===== src/rtl/uart_rxq_pkg.sv =====
package uart_rxq_pkg;
  typedef enum logic [1:0] {
    SEL_DATA  = 2'd0,
    SEL_OCC   = 2'd1,
    SEL_ERR   = 2'd2,
    SEL_LINE  = 2'd3
  } rxq_sel_e;

  localparam int ERR_W   = 4;
  localparam int ERR_OVR = 0;
  localparam int ERR_PAR = 1;
  localparam int ERR_FRM = 2;
  localparam int ERR_BRK = 3;

  localparam int CTL_MODE  = 0;
  localparam int CTL_FLUSH = 1;

  localparam int OCC_FULL_BIT = 8;
endpackage


===== src/rtl/uart_rxq_mem.sv =====
module uart_rxq_mem #(
  parameter int DEPTH = 16,
  parameter int W     = 8,
  localparam int AW   = $clog2(DEPTH),
  localparam int CW   = AW + 1
) (
  input  logic          clk,
  input  logic          rst_n,
  input  logic          flush,
  input  logic          push,
  input  logic [W-1:0]  push_data,
  input  logic          pop,
  output logic [W-1:0]  head,
  output logic [CW-1:0] count,
  output logic          full,
  output logic          empty
);
  logic [W-1:0]  store [DEPTH];
  logic [CW-1:0] wptr, rptr;

  assign count = wptr - rptr;
  assign full  = (count == CW'(DEPTH));
  assign empty = (count == '0);
  assign head  = store[rptr[AW-1:0]];

  always_ff @(posedge clk or negedge rst_n) begin
    if (!rst_n) begin
      wptr <= '0;
      rptr <= '0;
    end else if (flush) begin
      wptr <= '0;
      rptr <= '0;
    end else begin
      if (push && !full) wptr <= wptr + CW'(1);
      if (pop && !empty) rptr <= rptr + CW'(1);
    end
  end

  always_ff @(posedge clk) begin
    if (push && !full && !flush) store[wptr[AW-1:0]] <= push_data;
  end
endmodule


===== src/rtl/uart_rxq_errstat.sv =====
module uart_rxq_errstat
  import uart_rxq_pkg::*;
(
  input  logic             clk,
  input  logic             rst_n,
  input  logic [ERR_W-1:0] set,
  input  logic             clr,
  output logic [ERR_W-1:0] stat
);
  always_ff @(posedge clk or negedge rst_n) begin
    if (!rst_n) stat <= '0;
    else        stat <= (clr ? '0 : stat) | set;
  end
endmodule


===== src/rtl/uart_rxq_hold.sv =====
module uart_rxq_hold #(
  parameter int W = 8
) (
  input  logic         clk,
  input  logic         rst_n,
  input  logic         load,
  input  logic [W-1:0] load_data,
  input  logic         take,
  output logic [W-1:0] data,
  output logic         vld,
  output logic         clobber
);
  assign clobber = load && vld && !take;

  always_ff @(posedge clk or negedge rst_n) begin
    if (!rst_n) begin
      data <= '0;
      vld  <= 1'b0;
    end else if (load) begin
      data <= load_data;
      vld  <= 1'b1;
    end else if (take) begin
      vld  <= 1'b0;
    end
  end
endmodule


===== src/rtl/uart_rxq.sv =====
module uart_rxq
  import uart_rxq_pkg::*;
#(
  parameter int DEPTH = 16,
  localparam int DW   = 32,
  localparam int BW   = 8,
  localparam int CW   = $clog2(DEPTH) + 1
) (
  input  logic          clk,
  input  logic          rst_n,
  input  logic          in_valid,
  output logic          in_ready,
  input  logic [BW-1:0] in_data,
  input  logic          in_brk,
  input  logic          in_perr,
  input  logic          in_ferr,
  input  logic          rd_en,
  input  logic [1:0]    rd_sel,
  output logic [DW-1:0] rd_data,
  input  logic          wr_en,
  input  logic [1:0]    wr_data,
  output logic          err_evt
);
  logic             fifo_en;
  logic             do_flush;
  logic [BW-1:0]    beat_byte;
  logic             rd_pop;
  logic             q_push, q_pop, q_full, q_empty;
  logic [BW-1:0]    q_head;
  logic [CW-1:0]    q_count;
  logic             h_load, h_take, h_vld, h_clobber;
  logic [BW-1:0]    h_data;
  logic             drop, empty_rd;
  logic [ERR_W-1:0] err_set, err_stat;
  logic             rdy;
  rxq_sel_e         sel;

  assign sel       = rxq_sel_e'(rd_sel);
  assign do_flush  = wr_en && wr_data[CTL_FLUSH];
  assign beat_byte = in_brk ? '0 : in_data;
  assign rd_pop    = rd_en && (sel == SEL_DATA);

  assign in_ready  = fifo_en ? !q_full : 1'b1;
  assign drop      = in_valid && !in_ready;
  assign q_push    = fifo_en && in_valid && in_ready;
  assign q_pop     = fifo_en && rd_pop;
  assign empty_rd  = fifo_en && rd_pop && q_empty;

  assign h_load    = !fifo_en && in_valid;
  assign h_take    = !fifo_en && rd_pop;

  always_comb begin
    err_set          = '0;
    err_set[ERR_OVR] = drop || h_clobber;
    err_set[ERR_PAR] = in_valid && in_perr;
    err_set[ERR_FRM] = in_valid && in_ferr;
    err_set[ERR_BRK] = in_valid && in_brk;
  end

  always_ff @(posedge clk or negedge rst_n) begin
    if (!rst_n) begin
      fifo_en <= 1'b0;
      err_evt <= 1'b0;
    end else begin
      if (wr_en) fifo_en <= wr_data[CTL_MODE];
      err_evt <= drop || h_clobber || empty_rd;
    end
  end

  uart_rxq_mem #(.DEPTH(DEPTH), .W(BW)) u_mem (
    .clk       (clk),
    .rst_n     (rst_n),
    .flush     (do_flush),
    .push      (q_push),
    .push_data (beat_byte),
    .pop       (q_pop),
    .head      (q_head),
    .count     (q_count),
    .full      (q_full),
    .empty     (q_empty)
  );

  uart_rxq_hold #(.W(BW)) u_hold (
    .clk       (clk),
    .rst_n     (rst_n),
    .load      (h_load),
    .load_data (beat_byte),
    .take      (h_take),
    .data      (h_data),
    .vld       (h_vld),
    .clobber   (h_clobber)
  );

  uart_rxq_errstat u_err (
    .clk   (clk),
    .rst_n (rst_n),
    .set   (err_set),
    .clr   (rd_en && (sel == SEL_ERR)),
    .stat  (err_stat)
  );

  assign rdy = fifo_en ? !q_empty : h_vld;

  always_comb begin
    rd_data = '0;
    unique case (sel)
      SEL_DATA: rd_data[BW-1:0] = fifo_en ? (q_empty ? '0 : q_head) : h_data;
      SEL_OCC: begin
        rd_data[OCC_FULL_BIT] = q_full;
        rd_data[7:0]          = q_full ? 8'h00 : 8'(q_count);
      end
      SEL_ERR:  rd_data[ERR_W-1:0] = err_stat;
      SEL_LINE: rd_data[1:0] = {fifo_en, rdy};
      default:  rd_data = '0;
    endcase
  end
endmodule


===== config.mk =====
export PLATFORM = sky130hd
export DESIGN_NAME = uart_rxq
export DESIGN_NICKNAME = d
export VERILOG_FILES = /design/src/rtl/uart_rxq_pkg.sv /design/src/rtl/uart_rxq_mem.sv /design/src/rtl/uart_rxq_errstat.sv /design/src/rtl/uart_rxq_hold.sv /design/src/rtl/uart_rxq.sv
export SDC_FILE = /design/constraint.sdc
export NUM_CORES = 1
export LEC_CHECK = 0
export BUFFER_PORTS_ARGS = -buffer_cell sky130_fd_sc_hd__buf_2
export CAP_MARGIN = 10
export CORE_UTILIZATION = 55
export CTS_CLUSTER_SIZE = 14
export DETAILED_ROUTE_END_ITERATION = 12
export GPL_TIMING_DRIVEN = 0
export PLACE_DENSITY = 0.7
export SYNTH_ARGS = -nofsm -noshare
export SYNTH_HDL_FRONTEND = slang
export SYNTH_SLANG_ARGS = --single-unit

===== constraint.sdc =====
create_clock -name clk -period 5.8 [get_ports clk]
set_clock_uncertainty 0.2 [all_clocks]
set_input_delay 0.29 -clock clk [delete_from_list [all_inputs] [get_ports clk]]
set_output_delay 0.29 -clock clk [all_outputs]
set_load 0.05 [all_outputs]

==> metrics.cfg, run 1 <==
[global_routing]
grt_pass1_vias = 4048
groute.layer.met2.usage = 0.419
track_usage = 0.256
initial_antenna_violation_count = 0
grt-ovfl-total = 0
grt_use_met1 = 0.329
top_usage_layer = met2
maximum_number_of_pins_on_one_net_before_global_route_repair = 26
global_route_wire_length_before_repair_um = 23100
grt_use_met3 = 0.0675

[sta]
slew_violations = 0
timing.setup.tns_ns = 0
report.final.hold_viol_count = 0
tightestPinTransition_ns = 1.17
fin_crit_sh = 0.794
setup-violations-final = 0
final.setup.worst_slack_ns = 1.20
timing.max_slew.rel_slack = 0.216
final_period_demand_of_the_worst_path_ns = 4.60
max_clock_freq_mhz = 217
rsz0062_at_grt = no

[worst_setup_path]
cp-start-kind = register
timing.critical_path.arrival_ns = 4.11
critical_path_required_time_ns = 5.31
worst_setup_path_startpoint = u_mem.rptr[1]
r2r.worst_path.cells = 10
critical_path.reg2reg.startpoint = u_mem.rptr[1]
critical_path_endpoint_category = primary output
crit_fanout = 10
worstSetupPathType = register to primary output

[routing]
wirelength_um = 15200
ant_nets = 0
wl_per_cell_um = 21.4
drt_pre_antenna_iters = 5
drt_first_iter_violations = 421
detail_route.drc_violations = 0
via_count = 4135
drt-vias-per-instance = 5.84

[yosys]
async_reset_ff_frac = 0.163
yosys.area_share.xor_xnor = 0.00384
synth_seq_area_share = 0.654
netlist_area_sq_um = 6830
synth_ff_type = edfxtp_1
syn-mean-instance-area_sq_um = 15.4
synth.mux.area_fraction = 0.127
syn_inst = 444
yosys_register_bits = 153
synth-edff-count = 128
synth_compound_gate_area_share = 0.0621
post_synth_num_cell_types = 55
synth.yosys.warnings = 0
largest_family_of_logic_cells_by_synthesized_area = multiplexers
simple_gate_share_of_the_synthesized_area = 0.0888
synth_adder_area_share = 0.0194

[layout]
n_fill_cell = 811
antenna-diode-count = 0
layout-drive-gt1-share = 0.278
areaGrowthSynthToFinish_pct = 17.3
final_nets = 557
post-route-util = 0.665

[floorplanning]
design.die.area_sq_um = 12900
die_y_um = 113
ioPinCount = 54
fp.coreArea_sq_um = 12100
dieWidth_um = 113
floorplan.initialDensity = 0.567
placement_rows = 40

[clock_network]
clk_pin_slew_worst_paths_ns = 0.06
worst_skew_pair.late_latency_ns = 0.43
htree_num_levels = 4
clock_path_buffers = 2
tritoncts = built
cts_made_buffers = 17
cts.repair.resized = 0
clk_root_buffer_cell = clkbuf_16
clock-sinks = 153

[placed_design]
gp_congestion = 0.840
preCtsSetupSlack_ns = 1.53
place.detailed.hpwl_um = 10000
port_buf_inserts = 29

[min_path]
worst_hold_path.num_cells = 2
worstHoldPathType = primary input to register
worstHoldStart = in_valid

[power]
cellPowerDensity_nw_per_um2 = 351
power_leakage_nw = 3.00
peak_ir_drop_on_the_vdd_network_v = 0.000315

[run_status]
status = finished, final reports clean

[job]
drv_cap = 0

[worst max-delay path, cell delays in order, from the launching register on]
cell,delay [ns]
dfrtp_1,0.34
buf_2,0.21
buf_1,0.50
inv_2,0.29
fa_1,0.51
and3_1,0.17
o21ai_0,0.40
a2bb2o_2,0.33
nand3_1,0.22
o31ai_1,0.37
buf_2,0.33
[cell usage in the layout (no fill, tap or decap), types with 10 or more instances in the layout]
cell type	count
edfxtp_1	128
conb_1	23
and3_1	16
nor2b_1	10
o21ai_0	12
buf_2	34
dfrtp_1	25
mux4_2	32
buf_4	30
a21oi_1	15
nand2_1	35
clkbuf_16	17
nor2_1	17
[power by group]
part           internal [mW]  switching (mW)
clock network          0.616           0.496
registers               1.22          0.0198
logic                  0.170           0.294
total                   2.01           0.810
[cell type report]
cell class / instances / area (sq um) / area share
sequential: 153 / 4470 / 0.557
multi-input combinational: 262 / 2170 / 0.271
clock buffer: 17 / 425 / 0.0531
buffer: 42 / 267 / 0.0332
timing repair buffer: 42 / 264 / 0.0329
tap: 168 / 210 / 0.0262
clock inverter: 15 / 178 / 0.0222
inverter: 9 / 33.8 / 0.00421
[through the flow]
stage | hold WS [ns] | std cells | total power, mW | area (sq um)
2_1_floorplan | -0.206 | 466 | 1.60 | 6920
3_3_place_gp | 0.117 | 663 | 1.70 | 7270
3_5_place_dp | 0.127 | 667 | 1.72 | 7330
4_1_cts | 0.000215 | 706 | 2.83 | 8000
5_1_grt | 0.00768 | 708 | 2.90 | 8020
6_report | 0.0162 | 708 | 2.82 | 8020
[repair_timing]
| action | in CTS | in global routing |
|---|---|---|
| buffers inserted | 0 | 0 |
| hold endpoints to repair | 28 | 0 |
| hold buffers | 7 | 0 |
[per-layer routing]
layer / vias to the layer above / routed length, um
met5: - / 0
met4: 0 / 305
met3: 23 / 830
met2: 157 / 7820
met1: 2106 / 6220
li1: 1849 / -
[final timing paths]
kind | slack [ns] | end
hold reg to reg | 0.31 | u_err.stat[2]
max in group asynchronous | 4.78 | u_hold.data[1]
hold / removal | 0.02 | u_err.stat[2]
setup reg to reg | 1.48 | u_mem.store[2][7]
setup / recovery | 1.20 | rd_data[4]
min in group asynchronous | 0.21 | u_mem.wptr[0]
[cell families (layout without fill, tap and decap cells)]
group / after synthesis / count (layout)
multiplexers: 46 / 46
flip-flops: 153 / 153
buffers and inverters: 51 / 125
XOR/XNOR: 3 / 3
AO/OA/AOI/OAI: 64 / 64
AND/OR/NAND/NOR: 116 / 116
adder cells (fa/ha/maj): 10 / 10
other: 1 / 23
[registers in the layout, indices dropped and copies added, names as in the netlist]
name	cells
u_hold.data	8
fifo_en	1
u_err.stat	4
u_mem.rptr	5
err_evt	1
u_mem.store	128
u_hold.vld	1
u_mem.wptr	5
[cell usage after synthesis (all sizes together), types with 2 or more instances]
library cell | count | share of area
a211oi | 3 | 0.0040
a21o | 6 | 0.0066
a21oi | 15 | 0.011
a22o | 3 | 0.0038
a22oi | 2 | 0.0022
a31o | 3 | 0.0038
a31oi | 3 | 0.0027
and2 | 5 | 0.0046
and3 | 16 | 0.015
buf | 34 | 0.034
clkbuf | 8 | 0.0046
dfrtp | 25 | 0.092
edfxtp | 128 | 0.56
ha | 9 | 0.016
inv | 8 | 0.0044
mux2 | 8 | 0.013
mux2i | 6 | 0.0088
mux4 | 32 | 0.11
nand2 | 35 | 0.019
nand2b | 4 | 0.0037
nand3 | 9 | 0.0066
nand3b | 3 | 0.0033
nand4 | 4 | 0.0037
nor2 | 17 | 0.0093
nor2b | 10 | 0.0092
nor3 | 3 | 0.0029
nor3b | 2 | 0.0022
nor4 | 4 | 0.0037
o211ai | 2 | 0.0022
o21ai | 12 | 0.0088
o22ai | 7 | 0.0064
o32ai | 2 | 0.0026
xor2 | 2 | 0.0026
Power figures use the tool's default switching activity.
==> inputs of run 2 (changes only) <==
--- a/config.mk
+++ b/config.mk
@@ -7,11 +7,11 @@
 export LEC_CHECK = 0
 export BUFFER_PORTS_ARGS = -buffer_cell sky130_fd_sc_hd__buf_2
 export CAP_MARGIN = 10
-export CORE_UTILIZATION = 55
+export CORE_UTILIZATION = 54
 export CTS_CLUSTER_SIZE = 14
 export DETAILED_ROUTE_END_ITERATION = 12
 export GPL_TIMING_DRIVEN = 0
-export PLACE_DENSITY = 0.7
+export PLACE_DENSITY = 0.72
 export SYNTH_ARGS = -nofsm -noshare
 export SYNTH_HDL_FRONTEND = slang
 export SYNTH_SLANG_ARGS = --single-unit
==> constraint.sdc (replaced) <==
create_clock -name clk -period 4.2 [get_ports clk]
set_clock_uncertainty 0.2 [all_clocks]
set_input_delay 0.21 -clock clk [delete_from_list [all_inputs] [get_ports clk]]
set_output_delay 0.21 -clock clk [all_outputs]
set_load 0.05 [all_outputs]
==> run 2 against run 1 <==
Compared with the run above:
- combinational power increased by 37%
- via count about the same
- total power rose by 36%
- sequential cell count stayed put
- cell area shrank 0.12%
- non-clock buffer count stayed put
- die area is 1.8% higher
- worst hold slack got worse by 0.0076 ns
- routed wire length shrank 2.4%
- clock power rose by 34%
- global-route usage fell by 1.2 points
- register-to-register slack lost 1.2 ns
- critical endpoint unchanged
- largest cell class unchanged
==> metrics.cfg, run 2 (synthesized netlist as in run 1, its figures left out) <==
[worst_setup_path]
critical_path_s_largest_stage_delay_ns = 0.49  ; -0.02 ns
critical_path_required_time_ns = 3.79  ; -1.52 ns
worstSetupPathType = register to primary output
critical_path_endpoint_category = primary output
r2r.worst_path.cells = 9  ; -1
crit_chain = buf_2 -> inv_2 -> fa_1 -> xor2_1 -> and4b_1 -> a2bb2o_2 -> nand3_1 -> o31ai_1 -> buf_2
cpMostUsedCell = buf_2
critical-path-slowest-cell = fa_1
crit_fanout = 16  ; +6
ff2ff_setup_slack_ns = 0.30  ; -1.18 ns
timing.critical_path.arrival_ns = 3.61  ; -0.50 ns
cp-start-kind = register

[floorplanning]
fp.coreArea_sq_um = 12200  ; +0.83%
ioPinCount = 54  ; unchanged
dieWidth_um = 114  ; +0.90%
design.die.area_sq_um = 13100  ; +1.8%
placement_rows = 40  ; unchanged
die_y_um = 114  ; +0.90%
floorplan.initialDensity = 0.562  ; -0.00466

[global_routing]
grt-ovfl-total = 0  ; unchanged
maximum_number_of_pins_on_one_net_before_global_route_repair = 26  ; unchanged
track_usage = 0.244  ; -0.0119
initial_antenna_violation_count = 0  ; unchanged
global_route_wire_length_before_repair_um = 22600  ; -2.0%
grt_pass1_vias = 4155  ; +2.6%

[placed_design]
gp_congestion = 0.842  ; +0.20%
port_buf_inserts = 29  ; unchanged
post-place-cells = 667  ; unchanged
place.detailed.hpwl_um = 10100  ; +1.2%

[layout]
n_fill_cell = 839  ; +3.5%
mostFrequentLayoutCell = edfxtp_1
areaGrowthSynthToFinish_pct = 17.2
most-common-layout-cells = 128 x edfxtp_1, 35 x nand2_1, 34 x buf_2, 32 x mux4_2, 31 x buf_4
layout-drive-gt1-share = 0.274  ; -0.00370
largest_register_ff_count = 128  ; unchanged
final_nets = 557  ; unchanged
post-route-util = 0.659  ; -0.00630
antenna-diode-count = 0  ; unchanged
sequential_cell_area_sq_um = 4470  ; about the same
non_filler_cells_final = 708  ; unchanged
multiInputGateArea_sq_um = 2170  ; unchanged

[run_status]
status = finished, final reports clean

[clock_network]
clk_root_buffer_cell = clkbuf_16
worst_skew_pair.late_latency_ns = 0.42  ; about the same
cts_setup_buffers = 0  ; unchanged
htree_num_levels = 4  ; unchanged
clk_pin_slew_worst_paths_ns = 0.07  ; about the same
clock_path_buffers = 2  ; unchanged
tritoncts = built
cts_made_buffers = 17  ; unchanged
clock-sinks = 153  ; unchanged

[sta]
report.final.hold_viol_count = 0  ; unchanged
max_clock_freq_mhz = 249
tightestPinTransition_ns = 1.12  ; -0.0534 ns
rsz0062_at_grt = no
slew_violations = 0  ; unchanged
setup-violations-final = 0  ; unchanged
final_period_demand_of_the_worst_path_ns = 4.02
timing.max_slew.rel_slack = 0.251  ; +0.0357
timing.hold.ws_ns = 0.00854  ; -0.00762 ns
fin_crit_sh = 0.958

[routing]
via_count = 4131  ; -0.097%
drt_pre_antenna_iters = 4  ; -1
drt_first_iter_violations = 529  ; +26%
drt-vias-per-instance = 5.83  ; about the same
wirelength_um = 14800  ; -2.4%
wl_per_cell_um = 20.9  ; -2.4%
detail_route.drc_violations = 0  ; unchanged
ant_nets = 0  ; unchanged

[job]
drv_cap = 0  ; unchanged

[power]
peak_ir_drop_on_the_vdd_network_v = 0.000408  ; +29%
power_leakage_nw = 2.99  ; -0.33%
cellPowerDensity_nw_per_um2 = 480  ; +37%

[min_path]
worstHoldPathType = primary input to register
worst_hold_path.num_cells = 2  ; unchanged

## run 2: cell count changes in the layout (fill, tap and decap cells not counted), sizes merged
cell and delta:
bufinv +1, dlygate4sd3 +3, clkinv +1, inv -4
buf -1
## run 2: repair_timing
item                       in CTS  in global routing
setup endpoints to repair      80                  7
hold endpoints to repair       30                  0
gates resized for setup         1                  2
hold buffers                   10                  0
## run 2: report_power, final
group | switching (mW) | total (mW) | internal, mW
registers | 0.0280 | 1.72 | 1.69
clock network | 0.612 | 1.49 | 0.880
logic | 0.398 | 0.636 | 0.238
total | 1.04 | 3.85 | 2.81
## run 2: through the flow
step	setup TNS [ns]	cell area (sq um)	setup WS [ns]	power [mW]
6_report	0	8010	0.178	3.85
5_1_grt	0	8010	0.00993	3.96
4_1_cts	0	8000	0.0848	3.85
3_5_place_dp	-1.22	7330	-0.0455	2.37
3_3_place_gp	-25.72	7270	-0.863	2.35
2_1_floorplan	0	6920	0.240	2.21
## run 2: final timing paths
kind | start | endpoint
worst max-delay path | u_mem.rptr[1] | rd_data[4]
worst min-delay path | in_data[7] | u_mem.store[8][7]
worst max register to register | u_mem.rptr[1] | u_mem.store[14][6]
worst min register to register | u_hold.data[0] | u_hold.data[0]
max in group asynchronous | rst_n | u_mem.rptr[2]
min in group asynchronous | rst_n | u_mem.rptr[3]
## run 2: worst max-delay path, delay by kind of cell (launching register included)
family / cells / cell delay [ns]
buffers and inverters: 3 / 0.92
and+or+nand+nor: 2 / 0.48
adders and majority gates: 1 / 0.49
DFF: 1 / 0.34
AOI/OAI and AO/OA: 2 / 0.64
xor gates and xnor gates: 1 / 0.30
## run 2: final cells by class
type	instances	share of cell area
Inverter	9	0.00437
Sequential cell	153	0.558
Multi-Input combinational cell	262	0.271
Buffer	39	0.0319
Clock inverter	13	0.0178
Timing Repair Buffer	45	0.0362
Clock buffer	19	0.0541
Tap cell	168	0.0262
## run 2: metal layers
| layer | wire (um) | vias up | track usage |
|---|---|---|---|
| met5 | 0 | - | 0 |
| met4 | 290 | 0 | 0.0978 |
| met3 | 909 | 28 | 0.0572 |
| met2 | 7520 | 151 | 0.403 |
| met1 | 6090 | 2098 | 0.314 |
| li1 | - | 1854 | - |
==> inputs of run 3 (changes only) <==
--- a/config.mk
+++ b/config.mk
@@ -8,10 +8,12 @@
 export BUFFER_PORTS_ARGS = -buffer_cell sky130_fd_sc_hd__buf_2
 export CAP_MARGIN = 10
 export CORE_UTILIZATION = 54
+export CTS_BUF_LIST = sky130_fd_sc_hd__clkbuf_16
 export CTS_CLUSTER_SIZE = 14
 export DETAILED_ROUTE_END_ITERATION = 12
 export GPL_TIMING_DRIVEN = 0
 export PLACE_DENSITY = 0.72
+export RECOVER_POWER = 25
 export SYNTH_ARGS = -nofsm -noshare
 export SYNTH_HDL_FRONTEND = slang
 export SYNTH_SLANG_ARGS = --single-unit
==> constraint.sdc (replaced) <==
create_clock -name clk -period 3.3 [get_ports clk]
set_clock_uncertainty 0.2 [all_clocks]
set_input_delay 0.165 -clock clk [delete_from_list [all_inputs] [get_ports clk]]
set_output_delay 0.165 -clock clk [all_outputs]
set_load 0.05 [all_outputs]
==> run 3 against run 2 <==
Compared with the run above:
- critical path depth is 3 higher
- worst setup slack worse by 0.17 ns
- final cell count is 3.2% higher
- cell area is 5.9% higher
- global-route usage is 1.9 points higher
- first-iteration DRC count is 24% lower
- routed wire length is 7.3% higher
- clock power is 28% higher
- highest routed layer unchanged
- worst hold slack better by 0.041 ns
- total power is 34% higher
- sequential cell count stayed put
- die area stayed put
==> metrics.cfg, run 3 (synthesized netlist as in run 1, its figures left out) <==
[layout]
postLayoutCellArea_sq_um = 8480  ; +5.9%
mostFrequentLayoutCell = edfxtp_1
largest_register_ff_count = 128  ; unchanged
layout-drive-gt1-share = 0.345  ; +0.0705
non_filler_cells_final = 731  ; +3.2%
final_nets = 580  ; +4.1%
post-route-util = 0.697  ; +0.0386
antenna-diode-count = 0  ; unchanged
most-common-layout-cells = 128 x edfxtp_1, 51 x buf_4, 35 x nand2_1, 32 x mux4_2
areaGrowthSynthToFinish_pct = 24.1

[routing]
wl_per_cell_um = 21.7  ; +3.9%
drt_pre_antenna_iters = 7  ; +3
via_count = 4264  ; +3.2%
drt-vias-per-instance = 5.83  ; about the same
detail_route.drc_violations = 0  ; unchanged
ant_nets = 0  ; unchanged
drt_first_iter_violations = 402  ; -24%
wirelength_um = 15900  ; +7.3%

[placed_design]
port_buf_inserts = 29  ; unchanged
placedInstanceArea_sq_um = 7330  ; about the same
preCtsSetupSlack_ns = -1.02  ; -0.972 ns
post-place-cells = 664  ; -0.45%
place.detailed.hpwl_um = 9980  ; -1.5%
gp_congestion = 0.879  ; +4.4%

[clock_network]
clock_path_buffers = 2  ; unchanged
worst_skew_pair.late_latency_ns = 0.43  ; about the same
clock-sinks = 153  ; unchanged
clk_root_buffer_cell = clkbuf_16
tritoncts = built
cts_made_buffers = 17  ; unchanged
htree_num_levels = 4  ; unchanged
clk_pin_slew_worst_paths_ns = 0.06  ; about the same

[sta]
fin_crit_sh = 0.997
slew_violations = 0  ; unchanged
setup-violations-final = 0  ; unchanged
report.final.hold_viol_count = 0  ; unchanged
max_clock_freq_mhz = 304
timing.hold.ws_ns = 0.0496  ; +0.0411 ns
timing.setup.tns_ns = 0  ; unchanged
timing.max_slew.rel_slack = 0.0526  ; -0.199
final.setup.worst_slack_ns = 0.00895  ; -0.169 ns
rsz0062_at_grt = yes
final_period_demand_of_the_worst_path_ns = 3.29
tightestPinTransition_ns = 1.42  ; +0.300 ns

[floorplanning]
design.die.area_sq_um = 13100  ; unchanged
placement_rows = 40  ; unchanged
die_y_um = 114  ; unchanged
dieWidth_um = 114  ; unchanged
ioPinCount = 54  ; unchanged
floorplan.initialDensity = 0.562  ; unchanged
fp.coreArea_sq_um = 12200  ; unchanged

[min_path]
worstHoldPathType = primary input to register

[global_routing]
grt-ovfl-total = 0  ; unchanged
global_route_wire_length_before_repair_um = 24200  ; +6.9%
grt_pass1_vias = 4285  ; +3.1%
track_usage = 0.263  ; +0.0188
initial_antenna_violation_count = 0  ; unchanged
maximum_number_of_pins_on_one_net_before_global_route_repair = 26  ; unchanged

[power]
power_leakage_nw = 3.12  ; +4.5%
peak_ir_drop_on_the_vdd_network_v = 0.000694  ; +70%
report.power.total_mw = 5.16  ; +34%
cellPowerDensity_nw_per_um2 = 609  ; +27%

[worst_setup_path]
critical_path_endpoint_category = primary output
worst-path-buf-inv = 6  ; +3
critical-path-slowest-cell = fa_2
worstSetupPathType = register to primary output
cp-start-kind = register
crit_fanout = 6  ; -10
critical_path_required_time_ns = 2.93  ; -0.86 ns
crit_chain = buf_6 -> buf_12 -> inv_12 -> fa_2 -> nand3b_1 -> a211oi_2 -> buf_4 -> a2bb2o_4 -> buf_6 -> nand3_4 -> o31ai_4 -> buf_6
critical_path_s_largest_stage_delay_ns = 0.58  ; +0.09 ns
cpMostUsedCell = buf_6
timing.critical_path.arrival_ns = 2.93  ; -0.68 ns
ff2ff_setup_slack_ns = 0.08  ; -0.22 ns
timing.critical_path.max_delay_family = buffers and inverters

[job]
drv_cap = 0  ; unchanged

[run_status]
status = finished, final reports clean

run 3: cell types whose count changed in the layout (fill, tap and decap cells not counted), moves of 5 or more:
cell / delta
and3_4: +9
buf_4: +20
buf_6: +9
buf_2: -13
and3_1: -9
o21ai_0: -5
run 3: final timing paths:
path                                     start                 to  cells past startpoint
worst max-delay path             u_mem.rptr[1]         rd_data[4]                     12
worst min-delay path                wr_data[1]      u_mem.wptr[0]                      4
worst max register to register   u_mem.rptr[1]  u_mem.store[7][5]                     12
worst min register to register  u_hold.data[4]     u_hold.data[4]                      1
max in group asynchronous                rst_n      u_mem.rptr[3]                      2
min in group asynchronous                rst_n      u_mem.wptr[0]                      2
run 3: power breakdown:
part	switching [mW]	total [mW]	internal (mW)	leakage, nW
sequential	0.0354	2.18	2.15	1.48
combinational	0.596	1.08	0.486	1.36
clock	0.782	1.90	1.11	0.275
run 3: area by class of cell:
| type | instances | area (sq um) |
|---|---|---|
| buffer | 40 | 292 |
| multi-input combinational | 262 | 2350 |
| timing repair buffer | 67 | 533 |
| inverter | 9 | 51.3 |
| sequential | 153 | 4470 |
| clock buffer | 17 | 425 |
| clock inverter | 15 | 148 |
| fill | 795 | 3680 |
| tap | 168 | 210 |
run 3: worst register-to-register path: cells and delay by family (launching register included):
kind / cells / cell delay [ns]
DFF: 1 / 0.36
adders and majority gates: 1 / 0.58
AOI/OAI and AO/OA: 2 / 0.33
and+or+nand+nor: 2 / 0.46
buffers and inverters: 7 / 1.00
run 3: per-layer routing:
metal  vias to the layer above  track usage  part of all wire
li1                       1901            -                 -
met3                        38       0.0678             0.065
met4                         0        0.113             0.029
met5                         -            0                 0
met1                      2140        0.341              0.41
met2                       185        0.423              0.50
run 3: what timing repair did:
action | 4_1_cts | 5_1_grt
endpoints found under the setup margin | 147 | 117
cloned | 0 | 0
buffers inserted | 19 | 7
gates resized for setup | 60 | 14
endpoints found under the hold margin | 31 | 0
hold buffers | 11 | 0
pin swaps | 7 | 5
